## config.mk

```make
export PLATFORM = sky130hd
export DESIGN_NAME = pll_prog_seq
export DESIGN_NICKNAME = d
export VERILOG_FILES = /design/src/rtl/pll_seq_pkg.sv /design/src/rtl/pll_seq_regs.sv /design/src/rtl/pll_seq_shift.sv /design/src/rtl/pll_seq_wait.sv /design/src/rtl/pll_prog_seq.sv
export SDC_FILE = /design/constraint.sdc
export NUM_CORES = 1
export LEC_CHECK = 0
export BUFFER_PORTS_ARGS = -buffer_cell sky130_fd_sc_hd__clkbuf_2
export CORE_UTILIZATION = 45
export CTS_CLUSTER_DIAMETER = 200
export DETAILED_ROUTE_END_ITERATION = 6
export GPL_TIMING_DRIVEN = 0
export MAX_ROUTING_LAYER = met4
export PLACE_DENSITY_LB_ADDON = 0.05
export SYNTH_ARGS = -nofsm -noshare
export SYNTH_HDL_FRONTEND = slang
export SYNTH_SLANG_ARGS = --single-unit
export TNS_END_PERCENT = 5
```

## constraint.sdc

```tcl
create_clock -name clk -period 4.67 [get_ports clk]
set_input_delay 0.934 -clock clk [delete_from_list [all_inputs] [get_ports clk]]
set_output_delay 0.934 -clock clk [all_outputs]
set_load 0.01 [all_outputs]
```

## src/rtl/pll_seq_pkg.sv

```systemverilog
package pll_seq_pkg;

  localparam int PLL_WORD_W = 24;
  localparam int TEST_BIT   = 21;
  localparam int NUM_WORDS  = 3;

  localparam logic [1:0] CODE_REF  = 2'b01;
  localparam logic [1:0] CODE_CTRL = 2'b00;
  localparam logic [1:0] CODE_FB   = 2'b10;

  localparam logic [1:0] SEL_REF  = 2'd0;
  localparam logic [1:0] SEL_CTRL = 2'd1;
  localparam logic [1:0] SEL_FB   = 2'd2;

  typedef enum logic [2:0] {
    SQ_IDLE,
    SQ_SEND_REF,
    SQ_SEND_CTRL,
    SQ_SETTLE,
    SQ_SEND_FB
  } seq_state_t;

  typedef enum logic [1:0] {
    SH_IDLE,
    SH_LOW,
    SH_HIGH,
    SH_LATCH
  } shift_state_t;

  // Replace destination bits and optionally clear the test-mode bit.
  function automatic logic [PLL_WORD_W-1:0] fmt_word(
    input logic [PLL_WORD_W-1:0] w,
    input logic [1:0]            code,
    input logic                  clr_test
  );
    logic [PLL_WORD_W-1:0] r;
    r = {w[PLL_WORD_W-1:2], code};
    if (clr_test) r[TEST_BIT] = 1'b0;
    return r;
  endfunction

endpackage

```

## src/rtl/pll_seq_regs.sv

```systemverilog
module pll_seq_regs
  import pll_seq_pkg::*;
(
  input  logic                  clk,
  input  logic                  rst,
  input  logic                  wr_en,
  input  logic [1:0]            wr_sel,
  input  logic [PLL_WORD_W-1:0] wr_data,
  input  logic                  lock,
  input  logic                  pwr_down,
  input  logic                  accept,
  output logic [PLL_WORD_W-1:0] ref_word,
  output logic [PLL_WORD_W-1:0] ctrl_word,
  output logic [PLL_WORD_W-1:0] fb_word,
  output logic                  auto_req
);

  logic [PLL_WORD_W-1:0] words_q [NUM_WORDS];
  logic                  pend_q;
  logic                  wr_ok;
  logic                  fb_changed;

  assign wr_ok      = wr_en && !lock;
  assign fb_changed = wr_ok && pwr_down && (wr_sel == SEL_FB) &&
                      (wr_data[PLL_WORD_W-1:2] != words_q[SEL_FB][PLL_WORD_W-1:2]);

  always_ff @(posedge clk) begin
    if (rst) begin
      for (int i = 0; i < NUM_WORDS; i++) words_q[i] <= '0;
    end else if (wr_ok) begin
      for (int i = 0; i < NUM_WORDS; i++) begin
        if (wr_sel == 2'(i)) words_q[i] <= wr_data;
      end
    end
  end

  // Pending rerun after a feedback change made during power-down.
  always_ff @(posedge clk) begin
    if (rst)             pend_q <= 1'b0;
    else if (fb_changed) pend_q <= 1'b1;
    else if (accept)     pend_q <= 1'b0;
  end

  assign auto_req  = pend_q && !pwr_down;
  assign ref_word  = words_q[SEL_REF];
  assign ctrl_word = words_q[SEL_CTRL];
  assign fb_word   = words_q[SEL_FB];

endmodule

```

## src/rtl/pll_seq_shift.sv

```systemverilog
module pll_seq_shift
  import pll_seq_pkg::*;
#(
  parameter int HALF_DIV = 2
) (
  input  logic                  clk,
  input  logic                  rst,
  input  logic                  go,
  input  logic [PLL_WORD_W-1:0] word_in,
  output logic                  sclk_o,
  output logic                  sdata_o,
  output logic                  le_o,
  output logic                  fin_o
);

  localparam int LE_LEN = 2 * HALF_DIV;
  localparam int CNT_W  = $clog2(LE_LEN + 1);
  localparam int BIT_W  = $clog2(PLL_WORD_W + 1);
  localparam logic [CNT_W-1:0] HALF_LAST = CNT_W'(HALF_DIV - 1);
  localparam logic [CNT_W-1:0] LE_LAST   = CNT_W'(LE_LEN - 1);

  shift_state_t          st_q;
  logic [CNT_W-1:0]      cnt_q;
  logic [BIT_W-1:0]      bits_q;
  logic [PLL_WORD_W-1:0] sreg_q;

  always_ff @(posedge clk) begin
    if (rst) begin
      st_q    <= SH_IDLE;
      cnt_q   <= '0;
      bits_q  <= '0;
      sreg_q  <= '0;
      sclk_o  <= 1'b0;
      sdata_o <= 1'b0;
      le_o    <= 1'b0;
      fin_o   <= 1'b0;
    end else begin
      fin_o <= 1'b0;
      unique case (st_q)
        SH_IDLE: begin
          if (go) begin
            sreg_q  <= word_in;
            sdata_o <= word_in[PLL_WORD_W-1];
            bits_q  <= BIT_W'(PLL_WORD_W - 1);
            cnt_q   <= '0;
            st_q    <= SH_LOW;
          end
        end
        SH_LOW: begin
          if (cnt_q == HALF_LAST) begin
            cnt_q  <= '0;
            sclk_o <= 1'b1;
            st_q   <= SH_HIGH;
          end else begin
            cnt_q <= cnt_q + 1'b1;
          end
        end
        SH_HIGH: begin
          if (cnt_q == HALF_LAST) begin
            cnt_q  <= '0;
            sclk_o <= 1'b0;
            if (bits_q == '0) begin
              le_o    <= 1'b1;
              sdata_o <= 1'b0;
              st_q    <= SH_LATCH;
            end else begin
              bits_q  <= bits_q - 1'b1;
              sreg_q  <= sreg_q << 1;
              sdata_o <= sreg_q[PLL_WORD_W-2];
              st_q    <= SH_LOW;
            end
          end else begin
            cnt_q <= cnt_q + 1'b1;
          end
        end
        SH_LATCH: begin
          if (cnt_q == LE_LAST) begin
            cnt_q <= '0;
            le_o  <= 1'b0;
            fin_o <= 1'b1;
            st_q  <= SH_IDLE;
          end else begin
            cnt_q <= cnt_q + 1'b1;
          end
        end
        default: st_q <= SH_IDLE;
      endcase
    end
  end

endmodule

```

## src/rtl/pll_seq_wait.sv

```systemverilog
module pll_seq_wait #(
  parameter int WAIT_LONG  = 250000,
  parameter int WAIT_SHORT = 30000
) (
  input  logic clk,
  input  logic rst,
  input  logic load,
  input  logic long_sel,
  output logic expire
);

  localparam int MAXW  = (WAIT_LONG > WAIT_SHORT) ? WAIT_LONG : WAIT_SHORT;
  localparam int CNT_W = $clog2(MAXW + 1);
  localparam logic [CNT_W-1:0] LEN_L = CNT_W'(WAIT_LONG);
  localparam logic [CNT_W-1:0] LEN_S = CNT_W'(WAIT_SHORT);

  logic [CNT_W-1:0] cnt_q;

  always_ff @(posedge clk) begin
    if (rst) begin
      cnt_q  <= '0;
      expire <= 1'b0;
    end else begin
      expire <= (cnt_q == CNT_W'(1)) && !load;
      if (load)              cnt_q <= long_sel ? LEN_L : LEN_S;
      else if (cnt_q != '0)  cnt_q <= cnt_q - 1'b1;
    end
  end

endmodule

```

## src/rtl/pll_prog_seq.sv

```systemverilog
module pll_prog_seq
  import pll_seq_pkg::*;
#(
  parameter int HALF_DIV   = 2,
  parameter int WAIT_LONG  = 250000,
  parameter int WAIT_SHORT = 30000
) (
  input  logic                  clk,
  input  logic                  rst,
  input  logic                  start,
  input  logic                  long_wait,
  input  logic                  pwr_down,
  input  logic                  wr_en,
  input  logic [1:0]            wr_sel,
  input  logic [PLL_WORD_W-1:0] wr_data,
  output logic                  spi_sclk,
  output logic                  spi_data,
  output logic                  spi_le,
  output logic                  busy,
  output logic                  done
);

  seq_state_t            st_q;
  logic                  go_q;
  logic [PLL_WORD_W-1:0] word_q;
  logic                  wait_load_q;
  logic                  accept;
  logic                  auto_req;
  logic                  fin;
  logic                  expire;
  logic [PLL_WORD_W-1:0] ref_word, ctrl_word, fb_word;

  assign accept = (st_q == SQ_IDLE) && (start || auto_req);

  pll_seq_regs u_regs (
    .clk      (clk),
    .rst      (rst),
    .wr_en    (wr_en),
    .wr_sel   (wr_sel),
    .wr_data  (wr_data),
    .lock     (busy),
    .pwr_down (pwr_down),
    .accept   (accept),
    .ref_word (ref_word),
    .ctrl_word(ctrl_word),
    .fb_word  (fb_word),
    .auto_req (auto_req)
  );

  pll_seq_shift #(.HALF_DIV(HALF_DIV)) u_shift (
    .clk    (clk),
    .rst    (rst),
    .go     (go_q),
    .word_in(word_q),
    .sclk_o (spi_sclk),
    .sdata_o(spi_data),
    .le_o   (spi_le),
    .fin_o  (fin)
  );

  pll_seq_wait #(.WAIT_LONG(WAIT_LONG), .WAIT_SHORT(WAIT_SHORT)) u_wait (
    .clk     (clk),
    .rst     (rst),
    .load    (wait_load_q),
    .long_sel(long_wait),
    .expire  (expire)
  );

  always_ff @(posedge clk) begin
    if (rst) begin
      st_q        <= SQ_IDLE;
      go_q        <= 1'b0;
      word_q      <= '0;
      wait_load_q <= 1'b0;
      busy        <= 1'b0;
      done        <= 1'b0;
    end else begin
      go_q        <= 1'b0;
      wait_load_q <= 1'b0;
      done        <= 1'b0;
      unique case (st_q)
        SQ_IDLE: begin
          if (accept) begin
            go_q   <= 1'b1;
            word_q <= fmt_word(ref_word, CODE_REF, 1'b1);
            busy   <= 1'b1;
            st_q   <= SQ_SEND_REF;
          end
        end
        SQ_SEND_REF: begin
          if (fin) begin
            go_q   <= 1'b1;
            word_q <= fmt_word(ctrl_word, CODE_CTRL, 1'b0);
            st_q   <= SQ_SEND_CTRL;
          end
        end
        SQ_SEND_CTRL: begin
          if (fin) begin
            wait_load_q <= 1'b1;
            st_q        <= SQ_SETTLE;
          end
        end
        SQ_SETTLE: begin
          if (expire) begin
            go_q   <= 1'b1;
            word_q <= fmt_word(fb_word, CODE_FB, 1'b0);
            st_q   <= SQ_SEND_FB;
          end
        end
        SQ_SEND_FB: begin
          if (fin) begin
            busy <= 1'b0;
            done <= 1'b1;
            st_q <= SQ_IDLE;
          end
        end
        default: st_q <= SQ_IDLE;
      endcase
    end
  end

endmodule

```

==> out/qor.yml <==
status: "complete, no violations"
ctsRootBufferMaster: "clkbuf_16"
area_growth_syn_to_layout_pct: 15.77
grt_start_max_net_pins: 23
dr.pass1.iters: 4
crit_chain: "inv_1 > ha_1 > nor2b_1 > a211o_1 > nor2_1 > clkbuf_1 > nor2_1 > a211oi_1"
hold_viol_final: 0
ys_ff_latch: 153
hp-class: "reg2reg"
cp_max_fo: 10
irDropWorstVdd_mv: 0.2682
syn_inst: 627
ios: 37
timing.fmax_mhz: 366.5
worstMarginPinSlew_ns: 0.8074
final_antenna_net_count: 0
endpoint_kind: "register"
grt_pass1_wl_um: 25100
holdBufCountCts: 0
port_buffers: 33
finClkSkew_ns: 0.007629
cts_tree: "yes"
crit_type: "reg2reg"
async_flop_share_pct: 0
cpPeakStageDelay_ns: 0.55
finalCritPeriodShare_pct: 58.43
design.core.area_sq_um: 14530
syn-num-nets: 672
initial_utilization_pct: 46.08
placed_cells: 846
r2r_slack_ns: 1.94
yosys_most_used_dff: "dfxtp_1"
drc_errors: 0
grtUsageTotal_pct: 22.92
setup_viol: 0
gp_congestion: 0.7913
max-clock-path-buffers: 2
cts_max_level: 4
max-cap-violations: 0
ctsResizeCount: 0
report.final.slew_viol_count: 0
post_cts_buffers: 0
globalRouteOverflowTotal: 0
drive_gt1_share_pct: 11.38
yosysWarnings: 0
wl_per_cell_um: 17.49
ys_types: 51
vias: 4766
fin_setup_tns_ns: 0
startpoint_type: "register"
antenna_cells: 0
die_area_sq_um: 15380
p_leak_nw: 2.777
via_per_inst: 5.428
cp.arrival_ns: 3.05
antenna_found_initial: 0
power_density_nw_per_um2: 576.5
cts_buffers: 17
drtIter0Drc: 234
grt_pass1_vias: 4734
cp.required_ns: 4.99
dp_hpwl_um: 11040
clkLatencyLatePin_ns: 0.42
row_count: 44
cts_sinks: 153
cp_common_cell: "nor2_1"
fill_cells: 1344
rsz0062_at_grt: "false"
dp_slack_ns: 1.479
fin_nets: 726
stdcell_count: 878
synth-edff-count: 65
syn_area_sq_um: 6698
dieHeight_um: 124
period_needed_ns: 2.729
seq_area_frac_synth_pct: 55.45
slowest_stage: "nor2_1"
avgSynthCellArea_sq_um: 10.68
wl_um: 15360
max_slew_margin_pct: 44.78
postLayoutSetupSlackWorst_ns: 1.941
path_clk_slew_ns: 0.06
die_x_um: 124
state kept, by name, indices dropped and copies added, names as in the netlist:
register	flops
u_shift.sreg_q	23
u_wait.cnt_q	18
u_shift.st_q	2
u_wait.expire	1
u_regs.words_q	65
busy	1
wait_load_q	1
u_shift.bits_q	5
u_shift.le_o	1
word_q	24
u_shift.fin_o	1
u_shift.sdata_o	1
u_shift.cnt_q	3
u_regs.pend_q	1
st_q	3
go_q	1
done	1
u_shift.sclk_o	1
kinds of logic after synthesis:
group / count (synthesis) / share of synthesized area, %
AO/OA/AOI/OAI: 126 / 12.35
XOR/XNOR: 37 / 4.838
adder cells (fa/ha/maj): 13 / 2.429
buffers and inverters: 53 / 3.307
flip-flops: 153 / 55.45
multiplexers: 46 / 6.912
AND/OR/NAND/NOR: 199 / 14.72
final timing paths:
kind	cells past startpoint	to	start
worst max-delay path	8	u_shift.sreg_q[9]$_SDFFE_PP0P_	u_shift.st_q[1]$_SDFFE_PP0P_
worst min-delay path	2	word_q[12]$_SDFFE_PP0P_	word_q[12]$_SDFFE_PP0P_
worst max register to register	8	u_shift.sreg_q[9]$_SDFFE_PP0P_	u_shift.st_q[1]$_SDFFE_PP0P_
worst min register to register	2	word_q[12]$_SDFFE_PP0P_	word_q[12]$_SDFFE_PP0P_
critical path: cells and delay by family, from the launching register on:
kind                     cells  cell delay (ns)
adder cells (fa/ha/maj)      1             0.27
flip-flops                   1             0.40
buffers and inverters        2             0.53
AO/OA/AOI/OAI                2             0.59
AND/OR/NAND/NOR              3             0.85
power breakdown:
group,switching (W),leakage (nW),total [W],internal [W]
clock,0.000558,0.285,0.00140,0.000847
combinational,0.000737,1.09,0.00125,0.000513
sequential,0.000168,1.40,0.00182,0.00165
layout by cell type (no fill, tap or decap), types with 4 or more instances in the layout:
cell type | synthesis | routed
a211oi_1 | 30 | 30
a21oi_1 | 44 | 44
and2_1 | 24 | 24
buf_1 | 8 | 8
clkbuf_1 | 28 | 30
clkbuf_16 | 0 | 17
clkbuf_2 | 0 | 33
dfxtp_1 | 88 | 88
edfxtp_1 | 65 | 65
ha_1 | 13 | 13
inv_1 | 14 | 14
mux2i_1 | 44 | 44
nand2_1 | 62 | 62
nand2b_1 | 9 | 9
nand3_1 | 5 | 5
nand3b_1 | 7 | 7
nor2_1 | 48 | 48
nor3_1 | 12 | 12
nor4_1 | 8 | 8
o211ai_1 | 22 | 22
o21ai_0 | 10 | 10
or3_1 | 4 | 4
xnor2_1 | 8 | 8
xor2_1 | 29 | 29
per-stage QoR:
step | instance area, sq um | util, % | hold WS (ns) | total power [W]
after global routing | 7754 | 53.35 | 0.4768 | 0.004757
after floorplan | 6698 | - | 0.4313 | 0.002765
final | 7754 | 53.35 | 0.4569 | 0.004470
after CTS | 7754 | 53.35 | 0.4589 | 0.004497
after global placement | 7093 | 48.80 | 0.4433 | 0.003036
after detailed placement | 7151 | 49.20 | 0.4499 | 0.003084
layout make-up:
cell class,count,area (sq um),share of cell area [%]
clock inverters,13,170.2,2.195
plain buffers,39,168.9,2.178
well taps,184,230.2,2.969
repair buffers,35,195.2,2.517
clock buffers,19,432.9,5.583
flip-flops and latches,153,3714,47.89
multi-input cells,421,2790,35.99
inverters,14,52.55,0.6777
cell usage after synthesis (3+ instances only):
library cell	instances	area share (%)
dfxtp_1	88	26
edfxtp_1	65	29
nand2_1	62	3.5
nor2_1	48	2.7
a21oi_1	44	3.3
mux2i_1	44	6.6
a211oi_1	30	3.4
xor2_1	29	3.8
clkbuf_1	28	1.6
and2_1	24	2.2
o211ai_1	22	2.5
inv_1	14	0.78
ha_1	13	2.4
nor3_1	12	0.90
o21ai_0	10	0.75
nand2b_1	9	0.84
buf_1	8	0.45
nor4_1	8	0.75
xnor2_1	8	1.0
nand3b_1	7	0.78
nand3_1	5	0.37
or3_1	4	0.37
buf_6	3	0.50
nand4_1	3	0.28
nor2b_1	3	0.28
nor4b_1	3	0.39
o31ai_1	3	0.34
metal layers:
metal / vias up / wire length (um) / track usage [%]
met5: - / 0 / -
met4: 0 / 185 / 7.664
met3: 16 / 472 / 4.670
met2: 93 / 7527 / 37.12
met1: 2290 / 7173 / 28.60
li1: 2367 / - / -
Power figures use the tool's default switching activity.
